--- src/rtl/serial_mem_pkg.sv ---
package serial_mem_pkg;
  localparam int ID_HI_W = 3;
  localparam int MEM_AW  = 8 + ID_HI_W;

  typedef enum logic [2:0] {
    ST_IDLE, ST_ID, ST_ADDR, ST_WDATA, ST_ACK, ST_TX, ST_RACK
  } busState_t;

  typedef struct packed {
    logic shiftIn;
    logic setHi;
    logic setLo;
    logic pageInc;
    logic ptrInc;
    logic fetch;
    logic txShift;
    logic wiperLoad;
    logic pgWrite;
  } dpCmd_t;
endpackage

--- src/rtl/smp_bus_sync.sv ---
module smp_bus_sync (
  input  logic clk,
  input  logic rstN,
  input  logic sclIn,
  input  logic sdaIn,
  output logic sclHigh,
  output logic sdaLvl,
  output logic sclRise,
  output logic sclFall,
  output logic startDet,
  output logic stopDet
);
  logic sclMeta, sclSync, sclPrev;
  logic sdaMeta, sdaSync, sdaPrev;

  always_ff @(posedge clk) begin
    if (!rstN) begin
      sclMeta <= 1'b1; sclSync <= 1'b1; sclPrev <= 1'b1;
      sdaMeta <= 1'b1; sdaSync <= 1'b1; sdaPrev <= 1'b1;
    end else begin
      sclMeta <= sclIn;  sclSync <= sclMeta; sclPrev <= sclSync;
      sdaMeta <= sdaIn;  sdaSync <= sdaMeta; sdaPrev <= sdaSync;
    end
  end

  assign sclHigh  = sclSync;
  assign sdaLvl   = sdaSync;
  assign sclRise  = sclSync & ~sclPrev;
  assign sclFall  = ~sclSync & sclPrev;
  assign startDet = sclSync & sclPrev & sdaPrev & ~sdaSync;
  assign stopDet  = sclSync & sclPrev & ~sdaPrev & sdaSync;
endmodule

--- src/rtl/smp_ctrl.sv ---
module smp_ctrl
  import serial_mem_pkg::*;
#(
  parameter logic [3:0] DEV_CODE = 4'hA
) (
  input  logic   clk,
  input  logic   rstN,
  input  logic   sclRise,
  input  logic   sclFall,
  input  logic   startDet,
  input  logic   stopDet,
  input  logic   sdaLvl,
  input  logic   wpN,
  input  logic [7:0] rxByte,
  input  logic   ptrAllOnes,
  output dpCmd_t cmd,
  output logic   ackDrive,
  output logic   txDrive,
  output logic   pgCommit
);
  busState_t state, afterAck;
  logic [3:0] bitCnt;
  logic dirty, masterAck;
  logic byteDone, codeMatch, txDone;

  assign byteDone  = sclFall && (bitCnt == 4'd8);
  assign txDone    = byteDone;
  assign codeMatch = (rxByte[7:4] == DEV_CODE);
  assign txDrive   = (state == ST_TX);

  always_ff @(posedge clk) begin
    if (!rstN) begin
      state     <= ST_IDLE;
      afterAck  <= ST_IDLE;
      bitCnt    <= '0;
      dirty     <= 1'b0;
      masterAck <= 1'b0;
      ackDrive  <= 1'b0;
      pgCommit  <= 1'b0;
    end else begin
      pgCommit <= 1'b0;
      if (stopDet) begin
        state    <= ST_IDLE;
        ackDrive <= 1'b0;
        bitCnt   <= '0;
        pgCommit <= dirty;
        dirty    <= 1'b0;
      end else if (startDet) begin
        state    <= ST_ID;
        ackDrive <= 1'b0;
        bitCnt   <= '0;
        dirty    <= 1'b0;
      end else begin
        unique case (state)
          ST_ID: begin
            if (sclRise && bitCnt != 4'd8) bitCnt <= bitCnt + 4'd1;
            else if (byteDone) begin
              bitCnt <= '0;
              if (!codeMatch) state <= ST_IDLE;
              else begin
                ackDrive <= 1'b1;
                state    <= ST_ACK;
                afterAck <= rxByte[0] ? ST_TX : ST_ADDR;
              end
            end
          end
          ST_ADDR: begin
            if (sclRise && bitCnt != 4'd8) bitCnt <= bitCnt + 4'd1;
            else if (byteDone) begin
              bitCnt   <= '0;
              ackDrive <= 1'b1;
              state    <= ST_ACK;
              afterAck <= ST_WDATA;
            end
          end
          ST_WDATA: begin
            if (sclRise && bitCnt != 4'd8) bitCnt <= bitCnt + 4'd1;
            else if (byteDone) begin
              bitCnt <= '0;
              if (!wpN) state <= ST_IDLE;
              else begin
                ackDrive <= 1'b1;
                state    <= ST_ACK;
                afterAck <= ST_WDATA;
                if (!ptrAllOnes) dirty <= 1'b1;
              end
            end
          end
          ST_ACK: begin
            if (sclFall) begin
              ackDrive <= 1'b0;
              state    <= afterAck;
              bitCnt   <= '0;
            end
          end
          ST_TX: begin
            if (sclRise && bitCnt != 4'd8) bitCnt <= bitCnt + 4'd1;
            else if (txDone) begin
              state  <= ST_RACK;
              bitCnt <= '0;
            end
          end
          ST_RACK: begin
            if (sclRise) masterAck <= ~sdaLvl;
            else if (sclFall) state <= masterAck ? ST_TX : ST_IDLE;
          end
          default: ;
        endcase
      end
    end
  end

  always_comb begin
    cmd = '0;
    if (!stopDet && !startDet) begin
      unique case (state)
        ST_ID: begin
          cmd.shiftIn = sclRise && bitCnt != 4'd8;
          cmd.setHi   = byteDone && codeMatch;
          cmd.fetch   = byteDone && codeMatch && rxByte[0];
        end
        ST_ADDR: begin
          cmd.shiftIn = sclRise && bitCnt != 4'd8;
          cmd.setLo   = byteDone;
        end
        ST_WDATA: begin
          cmd.shiftIn = sclRise && bitCnt != 4'd8;
          if (byteDone && wpN) begin
            cmd.wiperLoad = ptrAllOnes;
            cmd.pgWrite   = ~ptrAllOnes;
            cmd.pageInc   = ~ptrAllOnes;
          end
        end
        ST_TX:   cmd.txShift = sclFall && bitCnt != 4'd8;
        ST_RACK: begin
          cmd.ptrInc = sclRise && ~sdaLvl;
          cmd.fetch  = sclRise && ~sdaLvl;
        end
        default: ;
      endcase
    end
  end

  // the bit counter never runs past a full byte
  p_bitcnt_bound_r12: assert property (@(posedge clk) disable iff (!rstN)
    bitCnt <= 4'd8);
  // slave ACK and slave data never overlap
  p_tx_no_ack_r9: assert property (@(posedge clk) disable iff (!rstN)
    !(ackDrive && state == ST_TX));
endmodule

--- src/rtl/smp_datapath.sv ---
module smp_datapath
  import serial_mem_pkg::*;
#(
  parameter int WIPER_W   = 7,
  parameter int WIPER_RST = 64,
  parameter int PAGE_W    = 4
) (
  input  logic               clk,
  input  logic               rstN,
  input  dpCmd_t             cmd,
  input  logic               sdaLvl,
  output logic [7:0]         rxByte,
  output logic               txBit,
  output logic               ptrAllOnes,
  output logic               memRdEn,
  output logic [MEM_AW-1:0]  memAddr,
  input  logic [7:0]         memRdData,
  output logic               pgWrValid,
  output logic [MEM_AW-1:0]  pgWrAddr,
  output logic [7:0]         pgWrData,
  output logic [WIPER_W-1:0] wiper
);
  logic [7:0]        rxShift, txShiftReg;
  logic [MEM_AW-1:0] ptr;
  logic              fetchReq, fetchDone;

  always_ff @(posedge clk) begin
    if (!rstN) begin
      rxShift    <= '0;
      txShiftReg <= '1;
      ptr        <= '0;
      fetchReq   <= 1'b0;
      fetchDone  <= 1'b0;
      pgWrValid  <= 1'b0;
      pgWrAddr   <= '0;
      pgWrData   <= '0;
      wiper      <= WIPER_W'(WIPER_RST);
    end else begin
      fetchReq  <= cmd.fetch;
      fetchDone <= fetchReq;
      pgWrValid <= cmd.pgWrite;
      if (cmd.shiftIn) rxShift <= {rxShift[6:0], sdaLvl};
      if (cmd.setHi) ptr[MEM_AW-1:8] <= rxShift[ID_HI_W:1];
      if (cmd.setLo) ptr[7:0] <= rxShift;
      if (cmd.ptrInc) ptr <= ptr + 1'b1;
      else if (cmd.pageInc) ptr[PAGE_W-1:0] <= ptr[PAGE_W-1:0] + 1'b1;
      if (cmd.pgWrite) begin
        pgWrAddr <= ptr;
        pgWrData <= rxShift;
      end
      if (cmd.wiperLoad) wiper <= rxShift[WIPER_W-1:0];
      if (fetchDone) txShiftReg <= memRdData;
      else if (cmd.txShift) txShiftReg <= {txShiftReg[6:0], 1'b1};
    end
  end

  assign rxByte     = rxShift;
  assign txBit      = txShiftReg[7];
  assign ptrAllOnes = &ptr;
  assign memRdEn    = fetchReq;
  assign memAddr    = ptr;

  // the wiper address never reaches the page backend
  p_wiper_not_paged_r7: assert property (@(posedge clk) disable iff (!rstN)
    pgWrValid |-> (pgWrAddr != '1));
  // a fetched byte never lands while the control is shifting out
  p_load_vs_shift_r10: assert property (@(posedge clk) disable iff (!rstN)
    fetchDone |-> !cmd.txShift);
endmodule

--- src/rtl/serial_mem_port.sv ---
module serial_mem_port
  import serial_mem_pkg::*;
#(
  parameter logic [3:0] DEV_CODE  = 4'hA,
  parameter int         WIPER_W   = 7,
  parameter int         WIPER_RST = 64,
  parameter int         PAGE_W    = 4
) (
  input  logic               clk,
  input  logic               rstN,
  input  logic               sclIn,
  input  logic               sdaIn,
  input  logic               wpN,
  output logic               sdaOe,
  output logic               memRdEn,
  output logic [10:0]        memAddr,
  input  logic [7:0]         memRdData,
  output logic               pgWrValid,
  output logic [10:0]        pgWrAddr,
  output logic [7:0]         pgWrData,
  output logic               pgCommit,
  output logic [WIPER_W-1:0] wiper
);
  logic sclHigh, sdaLvl, sclRise, sclFall, startDet, stopDet;
  logic ackDrive, txDrive, txBit, ptrAllOnes;
  logic [7:0] rxByte;
  dpCmd_t cmd;

  smp_bus_sync u_sync (
    .clk(clk), .rstN(rstN), .sclIn(sclIn), .sdaIn(sdaIn),
    .sclHigh(sclHigh), .sdaLvl(sdaLvl), .sclRise(sclRise), .sclFall(sclFall),
    .startDet(startDet), .stopDet(stopDet)
  );

  smp_ctrl #(.DEV_CODE(DEV_CODE)) u_ctrl (
    .clk(clk), .rstN(rstN), .sclRise(sclRise), .sclFall(sclFall),
    .startDet(startDet), .stopDet(stopDet), .sdaLvl(sdaLvl), .wpN(wpN),
    .rxByte(rxByte), .ptrAllOnes(ptrAllOnes), .cmd(cmd),
    .ackDrive(ackDrive), .txDrive(txDrive), .pgCommit(pgCommit)
  );

  smp_datapath #(.WIPER_W(WIPER_W), .WIPER_RST(WIPER_RST), .PAGE_W(PAGE_W)) u_dp (
    .clk(clk), .rstN(rstN), .cmd(cmd), .sdaLvl(sdaLvl), .rxByte(rxByte),
    .txBit(txBit), .ptrAllOnes(ptrAllOnes), .memRdEn(memRdEn), .memAddr(memAddr),
    .memRdData(memRdData), .pgWrValid(pgWrValid), .pgWrAddr(pgWrAddr),
    .pgWrData(pgWrData), .wiper(wiper)
  );

  assign sdaOe = ackDrive | (txDrive & ~txBit);

  // the slave only moves SDA while the synchronised clock is low
  p_sda_moves_low_r13: assert property (@(posedge clk) disable iff (!rstN)
    !$stable(sdaOe) |-> !sclHigh);
  // no backend byte follows a cycle with write-protect active
  p_wp_blocks_r8: assert property (@(posedge clk) disable iff (!rstN)
    pgWrValid |-> $past(wpN));
endmodule

--- config.mk ---
export PLATFORM = sky130hd
export DESIGN_NAME = serial_mem_port
export DESIGN_NICKNAME = d
export VERILOG_FILES = /design/src/rtl/serial_mem_pkg.sv /design/src/rtl/smp_bus_sync.sv /design/src/rtl/smp_ctrl.sv /design/src/rtl/smp_datapath.sv /design/src/rtl/serial_mem_port.sv
export SDC_FILE = /design/constraint.sdc
export NUM_CORES = 1
export LEC_CHECK = 0
export ABC_AREA = 1
export BUFFER_PORTS_ARGS = -buffer_cell sky130_fd_sc_hd__buf_2
export CAP_MARGIN = 20
export CELL_PAD_IN_SITES_DETAIL_PLACEMENT = 0
export CELL_PAD_IN_SITES_GLOBAL_PLACEMENT = 1
export CORE_UTILIZATION = 30
export CTS_BUF_LIST = sky130_fd_sc_hd__clkbuf_4 sky130_fd_sc_hd__clkbuf_8
export DETAILED_ROUTE_END_ITERATION = 8
export PLACE_DENSITY_LB_ADDON = 0.1
export RECOVER_POWER = 50
export SETUP_SLACK_MARGIN = 0.3
export SLEW_MARGIN = 20
export SYNTH_ARGS = -nofsm -noshare
export SYNTH_HDL_FRONTEND = slang
export SYNTH_HIERARCHICAL = 1
export SYNTH_SLANG_ARGS = --single-unit
--- constraint.sdc ---
create_clock -name clk -period 2.4 [get_ports clk]
set_input_delay 0.48 -clock clk [delete_from_list [all_inputs] [get_ports clk]]
set_output_delay 0.48 -clock clk [all_outputs]
set_load 0.01 [all_outputs]
==> metrics.yaml, run 1 <==
outcome:
  outcome: "finished, final reports clean"
timing:
  setup_slack_ns: 0.3637
  finalSetupViolations: 0
  worstMarginPinSlew_ns: 1.435
  tns_ns: 0
  final_max_slew_viol_count: 0
  slew_headroom: 0.04310
  clock.fmax_ghz: 0.4911
  clock_skew_ns: 0.01555
  period_share: 0.8485
  rsz0062_at_grt: "yes"
  hold-worst-slack_ns: 0.3027
  final_hold_viol_count: 0
  finalCriticalPeriod_ns: 2.036
critical_path:
  arrival_ns: 2.33
  r2r_slack_ns: 0.36
  path_cells: "ha_2 -> nand3_2 -> nor2_4 -> nand3_1 -> inv_1 -> inv_1 -> nand2_1 -> nor2_2 -> nor2_4 -> nand2_1 -> o2bb2ai_1 -> o21ai_0 -> inv_1"
  reg2reg_from: "u_dp/memAddr[0]$_SDFFE_PN0P_"
  startpoint_type: "register"
  cp_common_cell: "inv_1"
  crit_family: "simple AND/OR/NAND/NOR gates"
  end_kind: "register"
  crit_buf_inv: 3
  rr_worst_depth: 13
  crit_slowest_cell: "dfxtp_1"
  cpPeakStageDelay_ns: 0.44
  path_max_fanout: 7
  crit_type: "reg -> reg"
  required_ns: 2.70
  reg2reg_to: "u_dp/memAddr[1]$_SDFFE_PN0P_"
route:
  remaining_drc_errors: 0
  first_pass_iters: 4
  drtIter0Drc: 160
  routed-via-count: 3257
  vias_per_cell: 4.653
  postRouteAntennaNets: 0
  routedWlPerCell_um: 13.23
  drt_wl_total_um: 9258
layout:
  nNetsFinal: 568
  final_common_cell: "nand2_1"
  drive_gt1_frac: 0.1670
  syn2layout_area_growth_pct: 17.39
  fillers: 1284
  multi_input_area_mm2: 0.001670
  fin_cells: 700
  n_antenna_cell: 0
  utilization: 0.3624
  final-seq-area_mm2: 0.001523
  final_cell_mix: "nand2_1, dfxtp_1, inv_1"
  postLayoutCellArea_mm2: 0.004155
min_path:
  min_to: "u_sync/sdaMeta$_SDFF_PN1_"
  min_from: "sdaIn"
  hold_class: "in -> reg"
  hold_depth: 3
placement:
  dpl_cell_area_mm2: 0.003989
  hpwl_um: 6875
  placedCellCount: 684
  gp_congestion: 0.8259
  post-place-ws_ns: 0.2955
  port_buffers: 53
clock_network:
  clk_pin_slew_ns: 0.09
  cts.sinks: 76
  cts_hold_buf: 0
  htreeDepth: 3
  clockBufferDepth: 2
  clk_latency_ns: 0.36
  clock_tree.root_cell: "clkbuf_8"
  numCtsBuffers: 9
  cts_tree: "yes"
synthesis:
  synth_xor_xnor_area_share: 0.004949
  synth_top_cell_area_share: 0.4298
  syn_inst: 492
  synth_seq_cells: 76
  synth_cell_type_count: 35
  synth_compound_area_frac: 0.1569
  ys_seq_area_frac: 0.4298
  synth-simple-area-share: 0.2945
  muxShareOfSynthArea: 0
  synth_nets: 508
  syn_area_mm2: 0.003540
  synthAdderAreaFrac: 0.01060
  postSynthAreaPerCell_um2: 7.194
  synth_top_area_cell: "dfxtp_1"
  ys_top_cells_by_area: "dfxtp_1, nand2_1, inv_1, o21ai_0, nor2_1"
  synth_warnings: 6
  synth_top_family_by_area: "simple AND/OR/NAND/NOR gates"
run:
  cap_violations: 0
floorplan:
  die_w_um: 110.6
  die_h_um: 110.6
  start_util: 0.3087
  dieArea_mm2: 0.01224
  design.core.area_mm2: 0.01147
  ios: 54
  row_count: 39
grt:
  first_global_vias: 3005
  grt_max_degree: 40
  grt_pass1_wl_um: 15290
  antenna_found_initial: 0
  gr-total-overflow: 0
  track_usage: 0.1567
power:
  leakage_nw: 1.833
  p_per_area_mw_per_mm2: 615.6
  ir_drop_mv: 0.2835
  power_mw: 2.558
area by class of cell:
class | count | area share
clock buffer | 9 | 0.02981
clock inverter | 7 | 0.01987
inverter | 74 | 0.06685
multi-input combinational | 326 | 0.4020
sequential | 76 | 0.3665
tap | 143 | 0.04306
timing repair buffer | 65 | 0.07197
power breakdown:
group	internal, mW	switching, mW	total, mW	leakage, nW
clock	0.497	0.542	1.04	0.0984
combinational	0.0729	0.155	0.227	1.12
sequential	1.28	0.0132	1.29	0.614
per-layer routing:
| metal | share of wire | wire length, um | GRT usage | up-vias |
|---|---|---|---|---|
| met5 | 0 | 0 | 0 | - |
| met4 | 0.0099 | 92 | 0.05067 | 0 |
| met3 | 0.036 | 335 | 0.03732 | 7 |
| met2 | 0.43 | 3949 | 0.2373 | 64 |
| met1 | 0.53 | 4881 | 0.2182 | 1483 |
| li1 | - | - | - | 1703 |
sequential cells by signal (all words and copies together) (netlist names), 3 cells and up:
name / count
u_dp/wiper: 7
u_dp/rxByte: 8
u_dp/txShiftReg: 8
u_ctrl/bitCnt: 4
u_ctrl/afterAck: 3
u_dp/pgWrData: 8
u_ctrl/state: 3
u_dp/memAddr: 11
u_dp/pgWrAddr: 11
logic make-up (layout without fill, tap and decap cells):
group	count (synthesis)	after routing
AND/OR/NAND/NOR	221	221
XOR/XNOR	2	2
buffers and inverters	90	155
AO/OA/AOI/OAI	100	100
flip-flops	76	76
adder cells (fa/ha/maj)	3	3
tightest hold or removal path, cell delays in order:
cell and delay, ns:
buf_2 0.07, inv_1 0.03, nand2_1 0.04
worst max-delay path by stage:
stage | start | end | slack (ns) | depth (start not counted)
after floorplan | u_dp/memAddr[0]$_SDFFE_PN0P_ | u_dp/memAddr[1]$_SDFFE_PN0P_ | 0.42 | 14
after global placement | u_sync/sdaLvl$_SDFF_PN1_ | u_dp/memAddr[7]$_SDFFE_PN0P_ | 0.39 | 12
after detailed placement | u_sync/sdaLvl$_SDFF_PN1_ | u_dp/memAddr[7]$_SDFFE_PN0P_ | 0.30 | 12
after CTS | u_dp/memAddr[0]$_SDFFE_PN0P_ | u_dp/memAddr[3]$_SDFFE_PN0P_ | 0.37 | 13
after global routing | u_dp/memAddr[0]$_SDFFE_PN0P_ | u_dp/memAddr[1]$_SDFFE_PN0P_ | 0.15 | 13
final | u_dp/memAddr[0]$_SDFFE_PN0P_ | u_dp/memAddr[1]$_SDFFE_PN0P_ | 0.36 | 13
synth_stat cells:
master and number:
nand2_4 3, nand3b_1 2, o2bb2ai_1 1, or2_1 1
xor2_1 2, a31o_2 1, o22ai_1 6, a31oi_1 2
a21oi_4 1, buf_2 4, nand2_2 5, a21oi_2 5
buf_6 2, nor3_1 7, nor2_1 51, nor2_4 4
dfxtp_1 76, nand3_2 6, o21ai_0 39, nand3_1 31
a21oi_1 37, clkinv_1 1, nand4_2 1, buf_4 2
o21ai_1 5, nand4_1 4, clkbuf_1 8, o211ai_1 2
ha_1 3, o31ai_1 1, nor2_2 11, inv_1 63
inv_2 10, nand2_1 94, nor3_2 1
timing repair:
item | CTS | global route
resized for setup | 1 | 16
endpoints found under the setup margin | 3 | 20
pin swaps | 0 | 2
buffers inserted | 0 | 0
No activity file was read; power rests on OpenSTA's default activity.
==> run 2, diff against run 1 <==
==> constraint.sdc (replaced) <==
create_clock -name clk -period 1.75 [get_ports clk]
set_input_delay 0.35 -clock clk [delete_from_list [all_inputs] [get_ports clk]]
set_output_delay 0.35 -clock clk [all_outputs]
set_load 0.01 [all_outputs]
==> metrics.yaml, run 2 (same netlist as run 1, synthesis figures left out) <==
outcome:
  outcome: "finished with violations"
  violations: "negative setup slack"
layout:
  utilization: 0.4698
  drive_gt1_frac: 0.4849
  final_cell_mix: "nand2_1, dfxtp_1, buf_4"
  fillers: 1153
  postLayoutCellArea_mm2: 0.005388
  final_common_cell: "nand2_1"
  syn2layout_area_growth_pct: 52.21
  nNetsFinal: 643
  n_antenna_cell: 0
timing:
  tns_ns: -0.005213
  final_hold_viol_count: 0
  clock.fmax_ghz: 0.5703
  setup_slack_ns: -0.003442
  final_max_slew_viol_count: 0
  finalSetupViolations: 2
  finalCriticalPeriod_ns: 1.753
  hold-worst-slack_ns: 0.1560
  period_share: 1.002
  rsz0062_at_grt: "yes"
  clock_skew_ns: 0.007200
  slew_headroom: 0.6828
  worstMarginPinSlew_ns: 0.4752
critical_path:
  cp_common_cell: "nor2_4"
  path_cells: "nand2_4 -> nor2_4 -> nor2_4 -> inv_2 -> nor2_4 -> inv_4 -> buf_6 -> nor3_4 -> buf_6 -> inv_8 -> nand2_2 -> nand3_2"
  arrival_ns: 1.99
  crit_slowest_cell: "dfxtp_4"
  end_kind: "register"
  reg2reg_to: "u_dp/wiper[6]$_SDFFE_PN1P_"
  r2r_slack_ns: -0.003
  required_ns: 1.99
  startpoint_type: "register"
  rr_worst_depth: 12
  cpPeakStageDelay_ns: 0.38
  path_max_fanout: 6
  crit_type: "reg -> reg"
  reg2reg_from: "u_sync/sclHigh$_SDFF_PN1_"
route:
  remaining_drc_errors: 0
  vias_per_cell: 4.698
  routed-via-count: 3636
  routedWlPerCell_um: 13.99
  first_pass_iters: 4
  postRouteAntennaNets: 0
  drtIter0Drc: 191
  drt_wl_total_um: 10830
placement:
  port_buffers: 53
  gp_congestion: 0.8412
  dpl_cell_area_mm2: 0.004340
  hpwl_um: 7408
  post-place-ws_ns: -0.02219
min_path:
  min_to: "u_sync/sdaMeta$_SDFF_PN1_"
  hold_depth: 3
  min_from: "sdaIn"
  hold_class: "in -> reg"
grt:
  grt_pass1_wl_um: 17190
  first_global_vias: 3399
  gr-total-overflow: 0
  grt_max_degree: 37
  track_usage: 0.1785
  antenna_found_initial: 0
clock_network:
  clk_pin_slew_ns: 0.08
  cts_hold_buf: 0
  htreeDepth: 3
  cts.sinks: 76
  cts_tree: "yes"
  clockBufferDepth: 2
  clock_tree.root_cell: "clkbuf_8"
  clk_latency_ns: 0.36
  numCtsBuffers: 9
floorplan:
  dieArea_mm2: 0.01224
  die_w_um: 110.6
  die_h_um: 110.6
  start_util: 0.3087
  design.core.area_mm2: 0.01147
  ios: 54
  row_count: 39
power:
  seqPwrFrac: 0.467
  p_switching_mw: 1.021
  leakage_nw: 2.472
  ir_drop_mv: 0.4619
  p_per_area_mw_per_mm2: 703.1
  internal-power_mw: 2.767
  switching_share: 0.2694
  comb_power_share: 0.138
  power_frac_clock: 0.394
run:
  cap_violations: 0
-- run 2: metal layers --
metal | up-vias | wire [um] | track usage
met1 | 1704 | 5282 | 0.2433
met5 | - | 0 | 0
met2 | 70 | 5035 | 0.2754
met3 | 11 | 354 | 0.03513
met4 | 0 | 155 | 0.07289
li1 | 1851 | - | -
-- run 2: power groups by stage --
| stage | registers [mW] | logic [mW] | clock network [mW] |
|---|---|---|---|
| detailed placement | 1.81 | 0.348 | 0 |
| global route | 1.77 | 0.565 | 1.63 |
| CTS | 1.77 | 0.413 | 1.54 |
| floorplan | 1.80 | 0.254 | 0 |
| finish | 1.77 | 0.524 | 1.49 |
| global placement | 1.81 | 0.350 | 0 |
-- run 2: through the flow --
stage | power, mW | instances
finish | 3.788 | 774
global route | 3.970 | 774
CTS | 3.724 | 754
detailed placement | 2.162 | 719
global placement | 2.163 | 719
floorplan | 2.058 | 492
-- run 2: final cells by class --
type	count	area, um2	share of cell area
Clock inverter	6	88.84	0.01649
Clock buffer	9	123.9	0.02299
Tap cell	143	178.9	0.03321
Inverter	74	317.8	0.05899
Sequential cell	76	1553	0.2882
Timing Repair Buffer	140	1052	0.1953
Multi-Input combinational cell	326	2073	0.3848
-- run 2: worst max-delay path: cells and delay by family (launching register included) --
kind / cells / cell delay, ns
AND/OR/NAND/NOR: 7 / 0.75
buffers and inverters: 5 / 0.50
flip-flops: 1 / 0.38
-- run 2: worst max path at each step --
stage,start,end,slack [ns],cells past startpoint
6_report,u_sync/sclHigh$_SDFF_PN1_,u_dp/wiper[6]$_SDFFE_PN1P_,-0.003,12
5_1_grt,u_sync/sclHigh$_SDFF_PN1_,u_dp/wiper[2]$_SDFFE_PN0P_,-0.11,11
4_1_cts,u_dp/memAddr[0]$_SDFFE_PN0P_,u_dp/memAddr[1]$_SDFFE_PN0P_,0.02,14
3_5_place_dp,u_dp/memAddr[1]$_SDFFE_PN0P_,u_dp/memAddr[1]$_SDFFE_PN0P_,-0.02,14
3_3_place_gp,u_sync/sdaLvl$_SDFF_PN1_,u_dp/wiper[0]$_SDFFE_PN0P_,-0.04,12
2_1_floorplan,u_dp/memAddr[0]$_SDFFE_PN0P_,u_dp/memAddr[1]$_SDFFE_PN0P_,0.002,14
-- run 2: timing repair --
item	4_1_cts	5_1_grt
pin swaps	36	36
gates cloned	2	1
gates resized for setup	95	82
buffers inserted	18	19
hold endpoints to repair	0	0
setup endpoints to repair	63	69
==> run 3, diff against run 2 <==
--- a/config.mk
+++ b/config.mk
@@ -11,7 +11,6 @@
 export CELL_PAD_IN_SITES_DETAIL_PLACEMENT = 0
 export CELL_PAD_IN_SITES_GLOBAL_PLACEMENT = 1
 export CORE_UTILIZATION = 30
-export CTS_BUF_LIST = sky130_fd_sc_hd__clkbuf_4 sky130_fd_sc_hd__clkbuf_8
 export DETAILED_ROUTE_END_ITERATION = 8
 export PLACE_DENSITY_LB_ADDON = 0.1
 export RECOVER_POWER = 50
==> metrics.yaml, run 3 (same netlist as run 1, synthesis figures left out) <==
grt:
  grt_max_degree: 37
  gr-total-overflow: 0
  grt_pass1_wl_um: 17140
  first_global_vias: 3383
  track_usage: 0.1790
  antenna_found_initial: 0
critical_path:
  cp_common_cell: "nor2_4"
  crit_family: "simple AND/OR/NAND/NOR gates"
  crit_type: "reg -> reg"
  end_kind: "register"
  cpPeakStageDelay_ns: 0.38
  arrival_ns: 1.97
  required_ns: 1.98
  crit_buf_inv: 5
  path_max_fanout: 6
  path_cells: "nand2_4 -> nor2_4 -> nor2_4 -> buf_6 -> nand2_2 -> clkinv_4 -> nor2_4 -> inv_2 -> buf_6 -> o2bb2ai_2 -> o21ai_1 -> inv_1"
  startpoint_type: "register"
  crit_slowest_cell: "dfxtp_4"
layout:
  nNetsFinal: 641
  utilization: 0.4824
  final_cell_mix: "nand2_1, dfxtp_1, buf_4"
  syn2layout_area_growth_pct: 56.27
  drive_gt1_frac: 0.4610
  final_common_cell: "nand2_1"
  fin_cells: 772
  n_antenna_cell: 0
power:
  ir_drop_mv: 0.8459
  p_per_area_mw_per_mm2: 766.9
  leakage_nw: 2.358
timing:
  final_max_slew_viol_count: 0
  hold-worst-slack_ns: 0.1775
  finalCriticalPeriod_ns: 1.736
  finalSetupViolations: 0
  clock.fmax_ghz: 0.5762
  final_hold_viol_count: 0
  tns_ns: 0
  worstMarginPinSlew_ns: 0.8757
  rsz0062_at_grt: "yes"
  slew_headroom: 0.4162
  period_share: 0.9918
  clock_skew_ns: 0.003136
placement:
  hpwl_um: 7408
  port_buffers: 53
  gp_congestion: 0.8412
  placedCellCount: 719
route:
  remaining_drc_errors: 0
  first_pass_iters: 4
  drtIter0Drc: 136
  postRouteAntennaNets: 0
  drt_wl_total_um: 10950
  vias_per_cell: 4.719
  routed-via-count: 3643
  routedWlPerCell_um: 14.19
floorplan:
  die_w_um: 110.6
  row_count: 39
  dieArea_mm2: 0.01224
  start_util: 0.3087
  die_h_um: 110.6
  design.core.area_mm2: 0.01147
  ios: 54
clock_network:
  clk_latency_ns: 0.34
  cts.sinks: 76
  numCtsBuffers: 9
  cts_hold_buf: 0
  cts_tree: "yes"
  clk_pin_slew_ns: 0.06
  clock_tree.root_cell: "clkbuf_16"
  htreeDepth: 3
  clockBufferDepth: 2
outcome:
  outcome: "finished, final reports clean"
min_path:
  hold_class: "in -> reg"
run:
  cap_violations: 0
[run 3: cell count changes in the layout (fill, tap and decap cells not counted), sizes merged]
cell,previous run,this run
clkinvlp,2,4
clkbuf,10,50
buf,139,97
inv,73,71
[run 3: final cells by class]
type                            count  area, um2
Multi-Input combinational cell    326       2168
Tap cell                          143      178.9
Timing Repair Buffer              138       1011
Clock buffer                        9      225.2
Fill cell                        1148       5936
Sequential cell                    76       1549
Inverter                           74      310.3
Clock inverter                      6      88.84
[run 3: worst paths after layout]
| path | endpoint | startpoint | cells after the start | slack (ns) |
|---|---|---|---|---|
| worst max-delay path | u_dp/memAddr[1]$_SDFFE_PN0P_ | u_sync/sclHigh$_SDFF_PN1_ | 12 | 0.01 |
| worst min-delay path | u_sync/sdaMeta$_SDFF_PN1_ | sdaIn | 3 | 0.18 |
| worst max register to register | u_dp/memAddr[1]$_SDFFE_PN0P_ | u_sync/sclHigh$_SDFF_PN1_ | 12 | 0.01 |
| worst min register to register | u_sync/sdaLvl$_SDFF_PN1_ | u_sync/sdaMeta$_SDFF_PN1_ | 2 | 0.40 |
[run 3: worst reg2reg max path, cell delays in order, from the launching register on]
cell and delay [ns]:
dfxtp_4 0.38, nand2_4 0.08, nor2_4 0.16, nor2_4 0.06
buf_6 0.11, nand2_2 0.09, clkinv_4 0.11, nor2_4 0.18
inv_2 0.06, buf_6 0.11, o2bb2ai_2 0.10, o21ai_1 0.14
inv_1 0.04
[run 3: report_power, final]
group	internal (mW)	switching, mW
Clock	1.24	0.755
Sequential	1.75	0.0238
Combinational	0.186	0.282
Total	3.18	1.06
[run 3: routing by layer]
| layer | vias to the layer above | global-route usage | part of all wire |
|---|---|---|---|
| met3 | 13 | 0.03458 | 0.028 |
| met1 | 1722 | 0.2412 | 0.48 |
| li1 | 1852 | - | - |
| met4 | 0 | 0.07733 | 0.016 |
| met2 | 56 | 0.2778 | 0.47 |
| met5 | - | 0 | 0 |
[run 3: metrics by stage]
step / power (mW) / worst slack [ns] / area [um2]
6_report: 4.242 / 0.01435 / 5532
2_1_floorplan: 2.058 / 0.001869 / 3652
4_1_cts: 4.221 / 0.02788 / 5166
5_1_grt: 4.424 / -0.09451 / 5532
3_3_place_gp: 2.163 / -0.03866 / 4340
3_5_place_dp: 2.162 / -0.02219 / 4340
[run 3: repair_timing]
item / in CTS / in global routing
gates cloned: 2 / 2
buffers inserted: 21 / 13
resized for setup: 112 / 85
pin swaps: 40 / 37
endpoints found under the setup margin: 63 / 69
